<file path="config.mk">
export PLATFORM = sky130hd
export DESIGN_NAME = sqtone_gen
export DESIGN_NICKNAME = d
export VERILOG_FILES = /design/src/rtl/sqtone_pkg.sv /design/src/rtl/sqtone_regs.sv /design/src/rtl/sqtone_prescaler.sv /design/src/rtl/sqtone_channel.sv /design/src/rtl/sqtone_mixer.sv /design/src/rtl/sqtone_gen.sv
export SDC_FILE = /design/constraint.sdc
export NUM_CORES = 1
export LEC_CHECK = 0
export CORE_MARGIN = 4
export CORE_UTILIZATION = 45
export DETAILED_ROUTE_END_ITERATION = 6
export GPL_TIMING_DRIVEN = 0
export SYNTH_ARGS = -nofsm -noshare
export SYNTH_HDL_FRONTEND = slang
export SYNTH_SLANG_ARGS = --single-unit
</file>
<file path="constraint.sdc">
create_clock -name clk -period 2.5 [get_ports clk]
set_input_delay 0.5 -clock clk [delete_from_list [all_inputs] [get_ports clk]]
set_output_delay 0.5 -clock clk [all_outputs]
set_load 0.005 [all_outputs]
</file>
<file path="src/rtl/sqtone_pkg.sv">
package sqtone_pkg;

  // Control word layout: bit 1 audible enable, bit 0 ring modulation.
  typedef struct packed {
    logic audible;
    logic ring;
  } sq_ctrl_t;

  // Lowest per-channel mix weight; channel i uses MIX_WBASE + i.
  localparam int MIX_WBASE = 2;

  function automatic int mix_max(input int nch);
    int s;
    s = 0;
    for (int i = 0; i < nch; i++) s += MIX_WBASE + i;
    return s;
  endfunction

  function automatic int mix_width(input int nch);
    return $clog2(mix_max(nch) + 1);
  endfunction

endpackage

</file>
<file path="src/rtl/sqtone_regs.sv">
module sqtone_regs
  import sqtone_pkg::*;
#(
  parameter int NCH    = 3,
  parameter int PER_W  = 6,
  parameter int DATA_W = 8,
  parameter int ADDR_W = 2
) (
  input  logic                      clk,
  input  logic                      rst,
  input  logic                      wr_en,
  input  logic [ADDR_W-1:0]         wr_addr,
  input  logic [DATA_W-1:0]         wr_data,
  output logic [NCH-1:0][PER_W-1:0] period,
  output sq_ctrl_t                  ctrl
);

  localparam logic [ADDR_W-1:0] CTRL_ADDR = ADDR_W'(NCH);

  for (genvar i = 0; i < NCH; i++) begin : g_per
    localparam logic [ADDR_W-1:0] MY_ADDR = ADDR_W'(i);
    always_ff @(posedge clk) begin
      if (rst) begin
        period[i] <= '0;
      end else if (wr_en && wr_addr == MY_ADDR) begin
        period[i] <= wr_data[PER_W-1:0];
      end
    end
  end

  always_ff @(posedge clk) begin
    if (rst) begin
      ctrl <= '0;
    end else if (wr_en && wr_addr == CTRL_ADDR) begin
      ctrl <= sq_ctrl_t'(wr_data[1:0]);
    end
  end

endmodule

</file>
<file path="src/rtl/sqtone_prescaler.sv">
module sqtone_prescaler #(
  parameter int DIV = 512
) (
  input  logic clk,
  input  logic rst,
  output logic tick
);

  localparam int CW = (DIV > 1) ? $clog2(DIV) : 1;
  localparam logic [CW-1:0] LAST = CW'(DIV - 1);

  logic [CW-1:0] cnt;

  assign tick = (cnt == LAST);

  always_ff @(posedge clk) begin
    if (rst) begin
      cnt <= '0;
    end else if (tick) begin
      cnt <= '0;
    end else begin
      cnt <= cnt + 1'b1;
    end
  end

endmodule

</file>
<file path="src/rtl/sqtone_channel.sv">
module sqtone_channel #(
  parameter int PER_W = 6
) (
  input  logic             clk,
  input  logic             rst,
  input  logic             tick,
  input  logic [PER_W-1:0] per_next,
  output logic             lvl
);

  localparam logic [PER_W-1:0] PMAX = {PER_W{1'b1}};

  logic [PER_W-1:0] act_per;
  logic [PER_W-1:0] cnt;
  logic [PER_W-1:0] limit;
  logic             frozen;
  logic             wrap;

  assign limit  = PMAX - act_per;
  assign frozen = (limit == '0);
  assign wrap   = (cnt == limit - 1'b1);

  always_ff @(posedge clk) begin
    if (rst) begin
      act_per <= '0;
      cnt     <= '0;
      lvl     <= 1'b0;
    end else if (tick) begin
      if (frozen) begin
        // Stopped: level held, new period sampled on every tick.
        act_per <= per_next;
        cnt     <= '0;
      end else if (wrap) begin
        act_per <= per_next;
        cnt     <= '0;
        lvl     <= ~lvl;
      end else begin
        cnt <= cnt + 1'b1;
      end
    end
  end

endmodule

</file>
<file path="src/rtl/sqtone_mixer.sv">
module sqtone_mixer
  import sqtone_pkg::*;
#(
  parameter int NCH   = 3,
  parameter int MIX_W = 4
) (
  input  logic             clk,
  input  logic             rst,
  input  logic [NCH-1:0]   lvl,
  input  sq_ctrl_t         ctrl,
  output logic [NCH-1:0]   tone_out,
  output logic [MIX_W-1:0] mix_out
);

  logic [NCH-1:0]   modded;
  logic [NCH-1:0]   gated;
  logic [MIX_W-1:0] sum;

  for (genvar i = 0; i < NCH; i++) begin : g_mod
    if (i < NCH - 1) begin : g_pair
      assign modded[i] = ctrl.ring ? (lvl[i] ^ lvl[i+1]) : lvl[i];
    end else begin : g_last
      assign modded[i] = lvl[i];
    end
  end

  assign gated = modded & {NCH{ctrl.audible}};

  always_comb begin
    sum = '0;
    for (int i = 0; i < NCH; i++) begin
      if (gated[i]) sum = sum + MIX_W'(MIX_WBASE + i);
    end
  end

  always_ff @(posedge clk) begin
    if (rst) begin
      tone_out <= '0;
      mix_out  <= '0;
    end else begin
      tone_out <= gated;
      mix_out  <= sum;
    end
  end

endmodule

</file>
<file path="src/rtl/sqtone_gen.sv">
module sqtone_gen
  import sqtone_pkg::*;
#(
  parameter int NCH      = 3,
  parameter int PER_W    = 6,
  parameter int DATA_W   = 8,
  parameter int ADDR_W   = 2,
  parameter int PRESCALE = 512,
  parameter int MIX_W    = mix_width(NCH)
) (
  input  logic              clk,
  input  logic              rst,
  input  logic              wr_en,
  input  logic [ADDR_W-1:0] wr_addr,
  input  logic [DATA_W-1:0] wr_data,
  output logic [NCH-1:0]    tone_out,
  output logic [MIX_W-1:0]  mix_out
);

  logic [NCH-1:0][PER_W-1:0] period;
  sq_ctrl_t                  ctrl;
  logic                      pre_tick;
  logic [NCH-1:0]            chan_lvl;

  sqtone_regs #(
    .NCH(NCH), .PER_W(PER_W), .DATA_W(DATA_W), .ADDR_W(ADDR_W)
  ) u_regs (
    .clk(clk), .rst(rst), .wr_en(wr_en), .wr_addr(wr_addr),
    .wr_data(wr_data), .period(period), .ctrl(ctrl)
  );

  sqtone_prescaler #(.DIV(PRESCALE)) u_pre (
    .clk(clk), .rst(rst), .tick(pre_tick)
  );

  for (genvar i = 0; i < NCH; i++) begin : g_ch
    sqtone_channel #(.PER_W(PER_W)) u_ch (
      .clk(clk), .rst(rst), .tick(pre_tick),
      .per_next(period[i]), .lvl(chan_lvl[i])
    );
  end

  sqtone_mixer #(.NCH(NCH), .MIX_W(MIX_W)) u_mix (
    .clk(clk), .rst(rst), .lvl(chan_lvl), .ctrl(ctrl),
    .tone_out(tone_out), .mix_out(mix_out)
  );

endmodule

</file>
After elaboration in Yosys (flattened, before gate mapping)
Cells that the tools add are included.
{"block": "word_totals", "n_memories": 0, "ff_bits": 75, "ramBits": 0, "romBits": 0, "in_bits": 13, "latch_bits": 0}
{"block": "classes", "reduce_logical": 18, "n_mul": 0, "n_shift": 0, "n_div": 0, "bitwise_logic": 9, "mux": 17, "addsub": 12, "n_eq_ne": 7, "order_cmp": 0}
{"cell": "$mux W6", "count": 12}
{"cell": "$add A6 B1 Y6 const B", "count": 3}
{"cell": "$eq A6 B6 Y1", "count": 3}
{"cell": "$logic_not A6 Y1", "count": 3}
{"cell": "$sub A6 B1 Y6 const B", "count": 3}
{"cell": "$sub A6 B6 Y6 const A", "count": 3}
{"cell": "$add A9 B1 Y9 const B", "count": 1}
{"cell": "$eq A9 B9 Y1 const B", "count": 1}
{"cell": "$reduce_and A3 Y1", "count": 3}
{"cell": "$mux W4", "count": 2}
{"cell": "$not A1 Y1", "count": 6}
{"cell": "$reduce_and A2 Y1", "count": 3}
{"cell": "$reduce_bool A2 Y1", "count": 3}
{"cell": "$add A4 B3 Y4 const B", "count": 1}
{"cell": "$eq A2 B2 Y1 const B", "count": 2}
{"cell": "$logic_and A1 B1 Y1", "count": 4}
{"cell": "$add A2 B2 Y3 const B", "count": 1}
{"cell": "$and A3 B3 Y3", "count": 1}
{"cell": "$eq A2 B1 Y1 const B", "count": 1}
{"cell": "$logic_not A2 Y1", "count": 1}
{"cell": "$mux W1", "count": 2}
{"cell": "$mux W2", "count": 1}
{"cell": "$reduce_or A2 Y1", "count": 1}
{"cell": "$xor A1 B1 Y1", "count": 2}

Longest topological paths before layout
Gate-level depths: netlist (run 1).
{"block": "logic_depth", "word_depth": 8, "mapped_depth": 9, "ltp_nobuf": 8}

Modules after synthesis
A second synthesis (run 1) with hierarchy kept.
{"block": "hier_totals", "cells_unflattened": 409, "area_unflattened_um2": 3990.1}
{"module": "sqtone_channel", "instances": 3, "cells_per_inst": 89, "seq_area_each_um2": 260.2, "area_per_inst_um2": 844.6}
{"module": "sqtone_regs", "instances": 1, "cells_per_inst": 76, "seq_area_each_um2": 400.4, "area_per_inst_um2": 825.8}
{"module": "sqtone_prescaler", "instances": 1, "cells_per_inst": 40, "seq_area_each_um2": 180.2, "area_per_inst_um2": 370.4}
{"module": "sqtone_mixer", "instances": 1, "cells_per_inst": 26, "seq_area_each_um2": 140.1, "area_per_inst_um2": 260.2}

Worst setup path after synthesis (run 1)
OpenSTA, ideal clock, no wires.
{"block": "synth_timing", "path_kind": "register to register", "from": "register u_pre.cnt[0]", "to": "register g_ch[0].u_ch.act_per[0]", "arrival_ps": 1859, "stages_incl_launch_ff": 9, "period_less_slack_ps": 1931, "setup_time_ps": 72, "setup_slack_ps": 569, "required_ps": 2428, "path_cell_list": "dfxtp_1 -> ha_1 -> nand3_1 -> nor2_1 -> ha_1 -> clkbuf_1 -> nand3_1 -> o22ai_2 -> mux2i_1"}
{"block": "synth_between", "elab_chain_len": 2}
{"element": "from (decl)", "line": "sqtone_prescaler.sv:12", "rtl": "logic [CW-1:0] cnt;"}
{"element": "from (signal assigned)", "line": "sqtone_prescaler.sv:22", "rtl": "cnt <= cnt + 1'b1;"}
{"element": "$eq A9 B9 Y1", "line": "sqtone_prescaler.sv:14", "rtl": "assign tick = (cnt == LAST);"}
{"element": "$reduce_and A2 Y1 (no source line)"}
{"element": "to (signal assigned)", "line": "sqtone_channel.sv:31", "rtl": "act_per <= per_next;"}
{"element": "to (signal assigned)", "line": "sqtone_channel.sv:34", "rtl": "act_per <= per_next;"}
{"element": "to (decl)", "line": "sqtone_channel.sv:13", "rtl": "logic [PER_W-1:0] act_per;"}
Every way passes these cells.
A chain may end at the register's enable or synchronous reset.

Final worst setup path (run 1)
Ends and elaborated chain as after synthesis.

==> flow_metrics.env, run 1 <==
export IMPL_die_area_mm2=0.00938
export IMPL_grtUsageMet1_pct=21.0
export IMPL_hold_class="reg -> reg"
export IMPL_grtUsageMet2_pct=24.2
export IMPL_antenna_found_initial=0
export IMPL_ys_seq_elements=75
export IMPL_synth_area_leaders="dfxtp_1, mux2i_1, nand2b_1"
export IMPL_path_class="reg -> reg"
export IMPL_drc_errors=0
export IMPL_firstDrtPassIters=4
export IMPL_synth_edff_count=0
export IMPL_async_reset_ff_share_pct=0
export IMPL_vias_per_cell=5.09
export IMPL_rows=32
export IMPL_synth_top_area_cell="dfxtp_1"
export IMPL_fp_coreArea_mm2=0.00769
export IMPL_root_buffer="clkbuf_8"
export IMPL_timing_critical_path_cells="ha_1 -> nand3_1 -> nor2_1 -> ha_1 -> inv_1 -> clkbuf_1 -> o22ai_4 -> mux2i_1"
export IMPL_initial_core_util_pct=46.2
export IMPL_cp_start_kind="register"
export IMPL_routedWlPerCell_um=13.5
export IMPL_gp_congestion=0.772
export IMPL_yosysTopAreaCellShare_pct=42.3
export IMPL_status="completed"
export IMPL_clock_latency_ps=350
export IMPL_grt_pass1_vias=2549
export IMPL_power_density_mw_per_mm2=560
export IMPL_area_growth_pct=14.2
export IMPL_hold_violations=0
export IMPL_relSlewSlack_pct=56.0
export IMPL_wl_mm=6.96
export IMPL_cts_sinks=75
export IMPL_clock_fmax_mhz=442
export IMPL_cp_required_ps=2780
export IMPL_critical_path_top_delay_family="adder cells"
export IMPL_path_common_cell="ha_1"
export IMPL_synth_fa_ha_area_share_pct=3.87
export IMPL_maxCapViolCount=0
export IMPL_grtUsageTotal_pct=15.7
export IMPL_synth_seq_area_share_pct=42.3
export IMPL_busiest_layer="met2"
export IMPL_syn_avg_cell_area_um2=9.30
export IMPL_path_depth=8
export IMPL_worstRegToRegCells=8
export IMPL_synth_compound_area_share_pct=6.90
export IMPL_fin_area_mm2=0.00406
export IMPL_ant_nets=0
export IMPL_irDropWorstVdd_mv=0.315
export IMPL_cp_end_kind="register"
export IMPL_clkTransAtPathRegs_ps=80
export IMPL_cpMaxStageDelayCell="o22ai_4"
export IMPL_yosysWarningCount=0
export IMPL_yosys_area_share_xor_xnor_pct=10.6
export IMPL_tightest_slew_ps=657
export IMPL_r2r_slack_ps=240
export IMPL_ctsLongestPathBuffers=2
export IMPL_io_pins=20
export IMPL_crit_buf_inv=2
export IMPL_crit_end="g_ch[0].u_ch.act_per[0]"
export IMPL_vias=2619
export IMPL_syn_nets=406
export IMPL_fill_cells=736
export IMPL_synth_top_family_by_area="simple AND/OR/NAND/NOR gates"
export IMPL_arrival_ps=2540
export IMPL_skew_ps=6.06
export IMPL_grt_setup_unrepaired="no"
export IMPL_finalSetupViolCount=0
export IMPL_grt_pass1_wl_mm=12.0
export IMPL_cts_hold_repair_buffers=0
export IMPL_worstPathMaxFanout=10
export IMPL_cts_tree="built"
export IMPL_grt_max_degree=14
export IMPL_fin_crit_sh_pct=90.4
export IMPL_reg2reg_to="g_ch[0].u_ch.act_per[0]"
export IMPL_dp_hpwl_mm=4.97
export IMPL_antenna_cells=0
export IMPL_synth_mux_area_share_pct=10.7
export IMPL_grt_overflow=0
export IMPL_synth_flop_cell="dfxtp_1"
export IMPL_portBuffers=16
export IMPL_leakage_nw=1.51
export IMPL_synth_cells=382
export IMPL_fin_crit_ps=2260
export IMPL_r2r_start="u_pre.cnt[0]"
export IMPL_nets=433
export IMPL_final_common_cell="dfxtp_1"
export IMPL_netlist_area_mm2=0.00355
export IMPL_met3_usage_pct=4.25
export IMPL_seqCellArea_mm2=0.00150
export IMPL_die_w_um=96.8
export IMPL_critPathMaxStageDelay_ps=440
export IMPL_timing_final_max_slew_violations=0
export IMPL_drtIter0Drc=92
export IMPL_final_cell_mix="dfxtp_1, nor2_1, mux2i_1, nand2b_1, nand2_1"
export IMPL_cts_htree_levels=3
export IMPL_cts_buffers=9
export IMPL_postPlaceCellArea_mm2=0.00384
export IMPL_synth_cell_types=31
export IMPL_drive_above_1_share_pct=6.05
export IMPL_die_h_um=96.8
export IMPL_final_setup_tns_ps=0
export IMPL_startpoint="u_pre.cnt[0]"
export IMPL_multiInputGateArea_mm2=0.00200
export IMPL_post_route_util_pct=52.8
export IMPL_yosys_area_share_simple_pct=23.6
-- power by group --
part | internal [mW] | switching (mW)
combinational | 0.0556 | 0.0595
clock | 0.457 | 0.467
sequential | 1.21 | 0.0174
total | 1.73 | 0.544
-- worst min-delay path by stage --
stage,slack (ps),end,start,cells after the start
detailed placement,440,u_pre.cnt[0],u_pre.cnt[0],1
global route,500,u_pre.cnt[0],u_pre.cnt[0],1
finish,450,u_pre.cnt[0],u_pre.cnt[0],1
CTS,460,u_pre.cnt[0],u_pre.cnt[0],1
floorplan,420,u_pre.cnt[0],u_pre.cnt[0],1
global placement,430,u_pre.cnt[0],u_pre.cnt[0],1
-- synth_stat cells, types with 3 or more instances --
cell	number
nand3_1	17
xor2_1	22
o22ai_2	3
and2_1	3
or4_1	3
nor2_1	39
o31ai_1	3
nand4_1	11
nand2b_1	34
nand2_1	26
a21oi_1	14
and3_1	4
nor2b_1	7
ha_1	11
xnor2_1	21
o2111ai_1	6
inv_1	6
clkbuf_1	11
dfxtp_1	75
o221ai_1	3
a31o_2	3
nor3_1	9
mux2i_1	38
-- cell type report --
cell class	count	area share, %
buffer	13	1.23
clock buffer	9	3.05
clock inverter	6	1.67
inverter	6	0.555
multi-input combinational	288	49.4
sequential	75	37.0
tap	102	3.15
timing repair buffer	16	3.95
-- what timing repair did --
action                     CTS  global route
buffers inserted             0             0
resized for setup            0             5
setup endpoints to repair    0            27
-- routing by layer --
layer  vias to the layer above  share of wire (%)
met2                        35                 44
met1                      1196                 50
met3                         9                4.1
met4                         0                1.3
met5                         -                  0
li1                       1379                  -
-- kinds of logic after synthesis --
family                   after synthesis
buffers and inverters                 19
AND/OR/NAND/NOR                      162
adder cells (fa/ha/maj)               11
multiplexers                          38
XOR/XNOR                              43
AO/OA/AOI/OAI                         34
flip-flops                            75
-- registers in the layout (all words and copies together), names as in the netlist --
signal	cells
g_ch.u_ch.act_per	18
g_ch.u_ch.cnt	18
g_ch.u_ch.lvl	3
u_mix.mix_out	4
u_mix.tone_out	3
u_pre.cnt	9
u_regs.ctrl	2
u_regs.period	18
-- stage by stage --
stage | setup slack, ps | power [mW] | hold WS (ps) | std cells
floorplan | 569 | 1.33 | 418 | 382
global placement | 88.4 | 1.37 | 431 | 500
detailed placement | 69.7 | 1.37 | 442 | 500
CTS | 38.6 | 2.30 | 457 | 515
global route | 8.08 | 2.37 | 498 | 515
finish | 240 | 2.27 | 451 | 515
Power figures use the tool's default switching activity.
==> run 2, diff against run 1 <==
Settings changed: CORE_ASPECT_RATIO set to 0.7, CORE_UTILIZATION 45 to 30.
==> flow_metrics.env, run 2 (synthesis results as in run 1) <==
export IMPL_arrival_ps=2530
export IMPL_p_int_mw=2.55
export IMPL_cts_hold_repair_buffers=0
export IMPL_path_class="reg -> reg"
export IMPL_ant_nets=0
export IMPL_power_switching_mw=0.571
export IMPL_largestRegisters="g_ch.u_ch.act_per: 18 flops, g_ch.u_ch.cnt: 18 flops, u_regs.period: 18 flops"
export IMPL_sw_frac_of_total_pct=18.3
export IMPL_grt_setup_unrepaired="no"
export IMPL_cts_htree_levels=3
export IMPL_grtUsageTotal_pct=12.2
export IMPL_hold_violations=0
export IMPL_finalSetupViolCount=0
export IMPL_cts_sinks=75
export IMPL_worstPathMaxFanout=10
export IMPL_cp_required_ps=2760
export IMPL_vias=2747
export IMPL_gp_congestion=0.782
export IMPL_grt_overflow=0
export IMPL_initial_core_util_pct=31.5
export IMPL_timing_final_max_slew_violations=0
export IMPL_area_growth_pct=22.2
export IMPL_io_pins=20
export IMPL_vias_per_cell=4.84
export IMPL_fin_crit_sh_pct=90.6
export IMPL_drc_errors=0
export IMPL_ctsLongestPathBuffers=2
export IMPL_grt_pass1_vias=2744
export IMPL_antenna_found_initial=0
export IMPL_relSlewSlack_pct=57.8
export IMPL_leakage_nw=1.62
export IMPL_p_comb_share_pct=3.7
export IMPL_cp_start_kind="register"
export IMPL_final_setup_tns_ps=0
export IMPL_skew_ps=4.05
export IMPL_final_cell_mix="dfxtp_1, nor2_1, mux2i_1, nand2b_1, nand2_1"
export IMPL_antenna_cells=0
export IMPL_clkPwrFrac_pct=56.8
export IMPL_status="completed"
export IMPL_power_density_mw_per_mm2=719
export IMPL_clock_latency_ps=330
export IMPL_tightest_slew_ps=633
export IMPL_dp_hpwl_mm=5.64
export IMPL_fin_area_mm2=0.00434
export IMPL_die_area_mm2=0.0137
export IMPL_p_total_mw=3.12
export IMPL_postPlaceCellArea_mm2=0.00390
export IMPL_cp_end_kind="register"
export IMPL_portBuffers=16
export IMPL_cts_tree="built"
export IMPL_die_w_um=138
export IMPL_maxCapViolCount=0
export IMPL_wl_mm=7.79
export IMPL_fin_crit_ps=2260
export IMPL_clkTransAtPathRegs_ps=60
export IMPL_irDropWorstVdd_mv=0.443
export IMPL_die_h_um=99.0
export IMPL_nets=433
export IMPL_final_common_cell="dfxtp_1"
export IMPL_placedCellCount=551
export IMPL_fin_cells=567
export IMPL_drive_above_1_share_pct=6.28
export IMPL_seqPwrFrac_pct=39.5
export IMPL_root_buffer="clkbuf_16"
export IMPL_drtIter0Drc=217
export IMPL_grt_pass1_wl_mm=13.6
export IMPL_cts_buffers=9
export IMPL_hold_class="reg -> reg"
export IMPL_firstDrtPassIters=4
export IMPL_grt_max_degree=14
export IMPL_rows=32
export IMPL_fp_coreArea_mm2=0.0113
export IMPL_routedWlPerCell_um=13.7
export IMPL_clock_fmax_mhz=442
[run 2: power by group through the flow]
| stage | Clock, mW | Combinational, mW | Sequential (mW) |
|---|---|---|---|
| 3_5_place_dp | 0 | 0.115 | 1.26 |
| 3_3_place_gp | 0 | 0.112 | 1.26 |
| 4_1_cts | 1.81 | 0.116 | 1.23 |
| 5_1_grt | 1.87 | 0.128 | 1.24 |
| 6_report | 1.77 | 0.115 | 1.23 |
| 2_1_floorplan | 0 | 0.0762 | 1.25 |
[run 2: per-layer routing]
layer	vias to the layer above	track usage, %	routed length (µm)
met5	-	0	0
met4	0	3.87	80
met3	9	3.54	429
met2	60	17.3	3200
met1	1295	17.7	4080
li1	1383	-	-
[run 2: what timing repair did]
action | in CTS | in global routing
buffers inserted | 0 | 0
resized for setup | 0 | 5
endpoints found under the setup margin | 0 | 27
[run 2: critical path: stages (launching register included)]
cell	delay, ps
dfxtp_1	390
and3_1	220
nand2_1	90
nor2_1	120
ha_1	240
inv_1	160
clkbuf_1	320
o22ai_4	430
mux2i_1	230
[run 2: final cells by class]
type	count	area, µm²
fillers	1110	6950
well taps	153	191
repair buffers	16	160
inverters	6	22.5
clock buffers	9	225
multi-input cells	288	2000
plain buffers	13	50.0
flip-flops and latches	75	1500
clock inverters	7	188
[run 2: path summary, 6_finish.rpt]
| check | slack, ps | endpoint | start | depth (start not counted) |
|---|---|---|---|---|
| worst min-delay path | 450 | u_pre.cnt[0] | u_pre.cnt[0] | 1 |
| worst min register to register | 450 | u_pre.cnt[0] | u_pre.cnt[0] | 1 |
| worst max-delay path | 240 | g_ch[0].u_ch.act_per[1] | u_pre.cnt[3] | 8 |
| worst max register to register | 240 | g_ch[0].u_ch.act_per[1] | u_pre.cnt[3] | 8 |
[run 2: through the flow]
stage / setup slack [ps] / utilization [%] / hold WS (ps)
4_1_cts: 60.6 / 38.2 / 453
6_report: 235 / 38.4 / 446
2_1_floorplan: 569 / - / 418
5_1_grt: 10.6 / 38.4 / 494
3_5_place_dp: 81.7 / 34.6 / 440
3_3_place_gp: 104 / 34.6 / 431
==> run 3, diff against run 2 <==
Settings changed: GPL_ROUTABILITY_DRIVEN set to 0, SLEW_MARGIN set to 30.
==> results of run 3 <==
No change in the layout: final DEF, timing and power equal those of run 2.
